===== src/rtl/gpio_bankfile_pkg.sv =====
package gpio_bankfile_pkg;
  localparam int BANK_PINS = 32;
  localparam int ADDR_W    = 12;
  localparam logic [31:0] UNLOCK_KEY = 32'h00A5_A501;
  localparam logic [ADDR_W-1:0] KEY_ADDR   = 12'h520;
  localparam logic [ADDR_W-1:0] CTRL_BASE  = 12'h100;
  localparam logic [6:0]        LOCK_GROUP = 7'h28;

  typedef enum logic [2:0] {
    RK_NONE, RK_OUT, RK_IN, RK_SET, RK_CLR, RK_CTRL, RK_LOCK, RK_KEY
  } reg_kind_e;

  typedef struct packed {
    reg_kind_e  kind;
    logic [2:0] bank;
    logic [4:0] bit_idx;
  } reg_sel_t;
endpackage


===== src/rtl/gpio_addr_decode.sv =====
module gpio_addr_decode
  import gpio_bankfile_pkg::*;
#(
  parameter int NUM_BANKS = 8
) (
  input  logic [ADDR_W-1:0] addr,
  output reg_sel_t          sel
);
  localparam int NPINS = NUM_BANKS * BANK_PINS;

  logic [9:0] pin_idx;
  logic       bank_ok;

  always_comb begin
    pin_idx = addr[11:2] - CTRL_BASE[11:2];
    bank_ok = int'(addr[4:2]) < NUM_BANKS;
    sel     = '{kind: RK_NONE, bank: addr[4:2], bit_idx: 5'd0};
    if (addr[1:0] == 2'b00) begin
      if (addr[11:7] == 5'd0) begin
        if (bank_ok) begin
          unique case (addr[6:5])
            2'd0: sel.kind = RK_OUT;
            2'd1: sel.kind = RK_IN;
            2'd2: sel.kind = RK_SET;
            default: sel.kind = RK_CLR;
          endcase
        end
      end else if (addr >= CTRL_BASE && int'(pin_idx) < NPINS) begin
        sel.kind    = RK_CTRL;
        sel.bank    = pin_idx[7:5];
        sel.bit_idx = pin_idx[4:0];
      end else if (addr[11:5] == LOCK_GROUP) begin
        if (bank_ok) sel.kind = RK_LOCK;
      end else if (addr == KEY_ADDR) begin
        sel.kind = RK_KEY;
      end
    end
  end
endmodule


===== src/rtl/gpio_lock_gate.sv =====
module gpio_lock_gate
  import gpio_bankfile_pkg::*;
#(
  parameter int NUM_BANKS = 8
) (
  input  logic                           clk,
  input  logic                           rst_n,
  input  logic                           wr_en,
  input  reg_sel_t                       sel,
  input  logic [31:0]                    wdata,
  output logic [NUM_BANKS*BANK_PINS-1:0] lock_flat
);
  logic armed_q;

  always_ff @(posedge clk or negedge rst_n) begin
    if (!rst_n)     armed_q <= 1'b0;
    else if (wr_en) armed_q <= (sel.kind == RK_KEY) && (wdata == UNLOCK_KEY);
  end

  for (genvar b = 0; b < NUM_BANKS; b++) begin : g_lock
    logic [BANK_PINS-1:0] lock_q;
    always_ff @(posedge clk or negedge rst_n) begin
      if (!rst_n) lock_q <= '1;
      else if (wr_en && armed_q && sel.kind == RK_LOCK && sel.bank == 3'(b))
        lock_q <= wdata;
    end
    assign lock_flat[b*BANK_PINS +: BANK_PINS] = lock_q;
  end
endmodule


===== src/rtl/gpio_pin_bank.sv =====
module gpio_pin_bank
  import gpio_bankfile_pkg::*;
(
  input  logic                 clk,
  input  logic                 rst_n,
  input  logic                 wr_ctrl,
  input  logic                 wr_set,
  input  logic                 wr_clr,
  input  logic [4:0]           bit_idx,
  input  logic [31:0]          wdata,
  input  logic [BANK_PINS-1:0] lock,
  input  logic [BANK_PINS-1:0] pad_in,
  output logic [BANK_PINS-1:0] out_q,
  output logic [BANK_PINS-1:0] dir_q,
  output logic [BANK_PINS-1:0] in_sync
);
  logic [BANK_PINS-1:0] meta_q;
  logic [BANK_PINS-1:0] open_bits;

  assign open_bits = wdata & ~lock;

  always_ff @(posedge clk or negedge rst_n) begin
    if (!rst_n) begin
      dir_q <= '1;
      out_q <= '0;
    end else begin
      if (wr_ctrl && !lock[bit_idx]) dir_q[bit_idx] <= wdata[0];
      if (wr_set)      out_q <= out_q | open_bits;
      else if (wr_clr) out_q <= out_q & ~open_bits;
    end
  end

  always_ff @(posedge clk or negedge rst_n) begin
    if (!rst_n) begin
      meta_q  <= '0;
      in_sync <= '0;
    end else begin
      meta_q  <= pad_in;
      in_sync <= meta_q;
    end
  end
endmodule


===== src/rtl/gpio_bankfile.sv =====
module gpio_bankfile
  import gpio_bankfile_pkg::*;
#(
  parameter int NUM_BANKS = 8
) (
  input  logic                           clk,
  input  logic                           rst_n,
  input  logic [11:0]                    bus_addr,
  input  logic                           bus_we,
  input  logic [31:0]                    bus_wdata,
  output logic [31:0]                    bus_rdata,
  input  logic [NUM_BANKS*32-1:0]        pin_in,
  output logic [NUM_BANKS*32-1:0]        pin_out,
  output logic [NUM_BANKS*32-1:0]        pin_oe
);
  localparam int NPINS = NUM_BANKS * BANK_PINS;

  reg_sel_t             sel;
  logic [NPINS-1:0]     lock_flat;
  logic [NPINS-1:0]     dir_flat;
  logic [BANK_PINS-1:0] out_w  [NUM_BANKS];
  logic [BANK_PINS-1:0] in_w   [NUM_BANKS];
  logic [BANK_PINS-1:0] lock_w [NUM_BANKS];

  gpio_addr_decode #(.NUM_BANKS(NUM_BANKS)) u_dec (
    .addr (bus_addr),
    .sel  (sel)
  );

  gpio_lock_gate #(.NUM_BANKS(NUM_BANKS)) u_gate (
    .clk       (clk),
    .rst_n     (rst_n),
    .wr_en     (bus_we),
    .sel       (sel),
    .wdata     (bus_wdata),
    .lock_flat (lock_flat)
  );

  for (genvar b = 0; b < NUM_BANKS; b++) begin : g_bank
    logic hit;
    logic [BANK_PINS-1:0] dir_b;
    assign hit = bus_we && (sel.bank == 3'(b));
    assign lock_w[b] = lock_flat[b*BANK_PINS +: BANK_PINS];

    gpio_pin_bank u_bank (
      .clk     (clk),
      .rst_n   (rst_n),
      .wr_ctrl (hit && sel.kind == RK_CTRL),
      .wr_set  (hit && sel.kind == RK_SET),
      .wr_clr  (hit && sel.kind == RK_CLR),
      .bit_idx (sel.bit_idx),
      .wdata   (bus_wdata),
      .lock    (lock_w[b]),
      .pad_in  (pin_in[b*BANK_PINS +: BANK_PINS]),
      .out_q   (out_w[b]),
      .dir_q   (dir_b),
      .in_sync (in_w[b])
    );

    assign dir_flat[b*BANK_PINS +: BANK_PINS] = dir_b;
    assign pin_out[b*BANK_PINS +: BANK_PINS]  = out_w[b];
    assign pin_oe[b*BANK_PINS +: BANK_PINS]   = ~dir_b;
  end

  always_comb begin
    unique case (sel.kind)
      RK_OUT:  bus_rdata = out_w[sel.bank];
      RK_IN:   bus_rdata = in_w[sel.bank];
      RK_LOCK: bus_rdata = lock_w[sel.bank];
      RK_CTRL: bus_rdata = {31'd0, dir_flat[{sel.bank, sel.bit_idx}]};
      default: bus_rdata = '0;
    endcase
  end
endmodule


===== config.mk =====
export PLATFORM = sky130hd
export DESIGN_NAME = gpio_bankfile
export DESIGN_NICKNAME = d
export VERILOG_FILES = /design/src/rtl/gpio_bankfile_pkg.sv /design/src/rtl/gpio_addr_decode.sv /design/src/rtl/gpio_lock_gate.sv /design/src/rtl/gpio_pin_bank.sv /design/src/rtl/gpio_bankfile.sv
export SDC_FILE = /design/constraint.sdc
export NUM_CORES = 2
export LEC_CHECK = 0
export ABC_AREA = 1
export BUFFER_PORTS_ARGS = -buffer_cell sky130_fd_sc_hd__buf_4
export CAP_MARGIN = 20
export CORE_UTILIZATION = 38
export CTS_CLUSTER_SIZE = 40
export DETAILED_ROUTE_END_ITERATION = 7
export PLACE_DENSITY = 0.67
export SYNTH_ARGS = -nofsm -noshare
export SYNTH_HDL_FRONTEND = slang
export SYNTH_SLANG_ARGS = --single-unit

===== constraint.sdc =====
create_clock -name clk -period 8.3 [get_ports clk]
set_input_delay 1.245 -clock clk [delete_from_list [all_inputs] [get_ports clk]]
set_output_delay 1.245 -clock clk [all_outputs]
set_load 0.03 [all_outputs]

==> impl_results.md <==
- Worst R2R Start: u_gate.g_lock[5].lock_q[5]
- Leading area contributor after synthesis: dfrtp_1
- Status: complete, no violations
- Drt total wl: about 260 mm
- Reg2reg end: g_bank[5].u_bank.dir_q[14]
- Post-synthesis compound-gate area fraction: ~11%
- Hold Path Class: flop to flop
- Post-synth EDFFs: 0
- Starting Density: a little under two fifths
- Slew Limit Headroom: around a fifth
- First-pass GRT wire length: approximately 370 mm
- Worst Hold End: g_bank[0].u_bank.in_sync[0]
- Post-Synth Adder-Cell Area: less than 1%
- Commonest cells in the netlist: nand2_1 (2,043), inv_1 (834), dfrtp_1 (769)
- #FFs+latches synth: 1,281
- Crit Path Class: input port to output pin
- Setup Fix Bufs, Post-CTS: 0
- Startpoint Class: input port
- CTS buffer count: 140
- Cts repair resizes: 0
- Drt wl/cell: 26.7 um
- CTS tree: done
- I/O Buffers: approximately 850
- First-pass iteration count of the detailed router: 7
- Longest Clk Path Bufs: 3
- R2R depth: 9
- Final GP Congestion: around 0.99
- Synth unique cells: 44
- Die Wd: between 300 and 400 um
- GRT Resource Usage Total: between 30% and 40%
- Pwr/cell area: ~200 nW/um^2
- Die area: 155,000 um^2
- Largest net degree at the start of global routing: ~170
- Hold Path Cell Cnt: 0
- Register area share after synthesis: between 50 and 60%
- Synth top area share: ~33%
- Vias: 54,900
- # setup viols final: 0
- Post-DP HPWL: roughly 180 mm
- Vias in the first global route: approximately 53,000
- Ports: 847
- Fin crit share: 82.5%
- Nets: around 8,000
- Synthesized-area fraction occupied by and/or/nand/nor cells: 23.7%
- CP arrival: between 5 and 6 ns
- Avg Inst Size Synth: around 8.4 um^2
- Syn_nets: about 7,300
- Post-route setup TNS: 0 ns
- Mux share of post-synthesis cell area: 0%
- Total of max-cap violations: 0
- Final Hold Viols: 0
- Grt ovf: 0
- Via/cell ratio: 5.60
- Largest family of logic cells by synthesized area: simple AND/OR/NAND/NOR gates
- Worst Hold Launch: g_bank[0].u_bank.meta_q[0]
- Core Area: between 150,000 and 200,000 um^2
- Clock skew: 0.0693 ns
- Worst setup EP type: output pin
- Final Max Tran Viols: 0
- Initial antenna violation count: 22
- Post-route ant nets: 0
- Syn-to-layout area delta: 23.0%
- Post-Syn Instances: 6,985
- Htree depth: 4
- Post-synthesis async set-or-reset flop share: 100%
- # rows: ~140
- Clock Pin Slew Worst Setup and Hold Paths: 0.06 ns
- DRC violations left: 0
- Critical Path RT: between 7 and 8 ns
- Min Tclk post-route: 6.84 ns
- Peak VDD IR: ~170 uV
- Clock root cell: clkbuf_16
- Die Ht: between 300 and 400 um
- WHS: between 0.3 and 0.4 ns
- Slew @ Worst Pin: roughly 1.2 ns
- Most common cell in the netlist: nand2_1
- RSZ-0062 raised after global routing: false
- Ys Warns: 0
- LEAKAGE: around 34 nW
- Detailed Route Iter0 Violations: between 6,000 and 7,000
- Most used DFF post-synth: dfrtp_1
- Top cells by area, synth: dfrtp_1 (33%), dfstp_2 (23%), nand2_1 (13%)
- Syn Std Cell Area: around 58,000 um^2
- Max Clk Rate: 0.146 GHz
- R2r setup slk: 4.99 ns
- Clock sink total: ~1,300
- CP max FO: 11
- # hold bufs at CTS: 0
- Layout cells sized above 1: between 20% and 30%
- Post-synthesis xor/xnor area fraction: 0%
- Worst skew pair latency: about 0.8 ns
## report_power, final
part,internal (mW),switching (mW)
combinational,0.254,0.632
sequential,6.39,0.0532
clock,3.81,2.81
total,10.5,3.50
## kinds of logic after synthesis
group	after synthesis
AND/OR/NAND/NOR	3284
adder cells (fa/ha/maj)	9
AO/OA/AOI/OAI	1095
flip-flops	1281
buffers and inverters	1316
## final cells by class
cell class | instances | area (um^2)
clock inverter | 54 | 928
timing repair buffer | 992 | 7700
fill | 14500 | 80400
inverter | 853 | 3210
clock buffer | 198 | 4010
tap | 2030 | 2540
antenna | 8 | 20.0
sequential | 1281 | 32700
multi-input combinational | 4388 | 20700
## placed cells by master, fill, tap and decap left out, types with 3 or more instances in the layout
master,netlist,routed
buf_8,0,3
dfstp_2,512,512
inv_1,834,832
buf_6,1,5
nor2_2,21,16
o21ai_0,588,588
nand2_1,2043,2033
nand4_1,142,142
o31ai_1,91,91
nand3_1,677,675
dfrtp_1,769,769
o211ai_1,5,5
diode_2,0,8
or2_2,8,8
a21oi_1,17,17
buf_4,12,967
a22oi_1,35,35
ha_1,9,9
o21ai_1,76,76
o22ai_1,106,106
buf_12,0,17
clkinvlp_4,0,4
inv_2,16,17
nand2_2,7,14
o21a_1,40,40
nor3_1,82,82
o221ai_1,40,40
clkbuf_8,0,29
clkinv_16,0,12
clkbuf_16,0,140
bufinv_16,0,12
clkinv_2,0,20
clkbuf_1,248,29
nor2_4,8,25
o2111ai_1,88,88
nor4_1,5,5
nor2_1,282,270
## through the flow
| stage | power, mW | util, % | worst slack [ns] | cell area (um^2) | cells |
|---|---|---|---|---|---|
| floorplan | 6.90 | - | 3.29 | 58400 | 6985 |
| global placement | 7.41 | 43.8 | 1.13 | 66700 | 9534 |
| detailed placement | 7.41 | 43.9 | 1.30 | 66800 | 9539 |
| CTS | 14.0 | 47.1 | 1.29 | 71700 | 9791 |
| global route | 14.3 | 47.2 | 1.20 | 71800 | 9800 |
| finish | 14.0 | 47.2 | 1.46 | 71800 | 9804 |
## critical path, cell delays in order
cell	delay (ns)
buf_4	0.12
inv_2	0.07
ha_1	0.21
inv_1	0.06
nand2_1	0.05
nand2_1	0.08
nand2_1	0.09
nor2_4	0.15
nand2_2	0.24
nor2_2	0.39
nand2_1	0.41
nor2_2	0.96
nand2_1	0.12
nand2_1	0.15
nor2_1	0.07
nand2_1	0.22
nand2_1	0.08
nand2_1	0.17
nor2_1	0.06
nand2_1	0.06
nand2_1	0.05
nand2_1	0.12
a21oi_1	0.18
buf_4	0.22
## worst max path at each step
stage                      startpoint           end  slack, ns  depth (start not counted)
final                     bus_addr[8]  bus_rdata[0]       1.46                         24
after global routing      bus_addr[8]  bus_rdata[0]       1.20                         24
after CTS                 bus_addr[8]  bus_rdata[0]       1.29                         24
after detailed placement  bus_addr[8]  bus_rdata[0]       1.30                         24
after global placement    bus_addr[8]  bus_rdata[0]       1.13                         24
after floorplan           bus_addr[8]  bus_rdata[0]       3.29                         19
## per-layer routing
layer	global-route usage (%)	share of wire [%]	vias to the layer above
met5	0	0.057	-
met4	18.8	6.7	22
met3	9.98	12	805
met2	50.7	44	3855
met1	41.5	37	26300
li1	-	-	23900
Power figures use the tool's default switching activity.
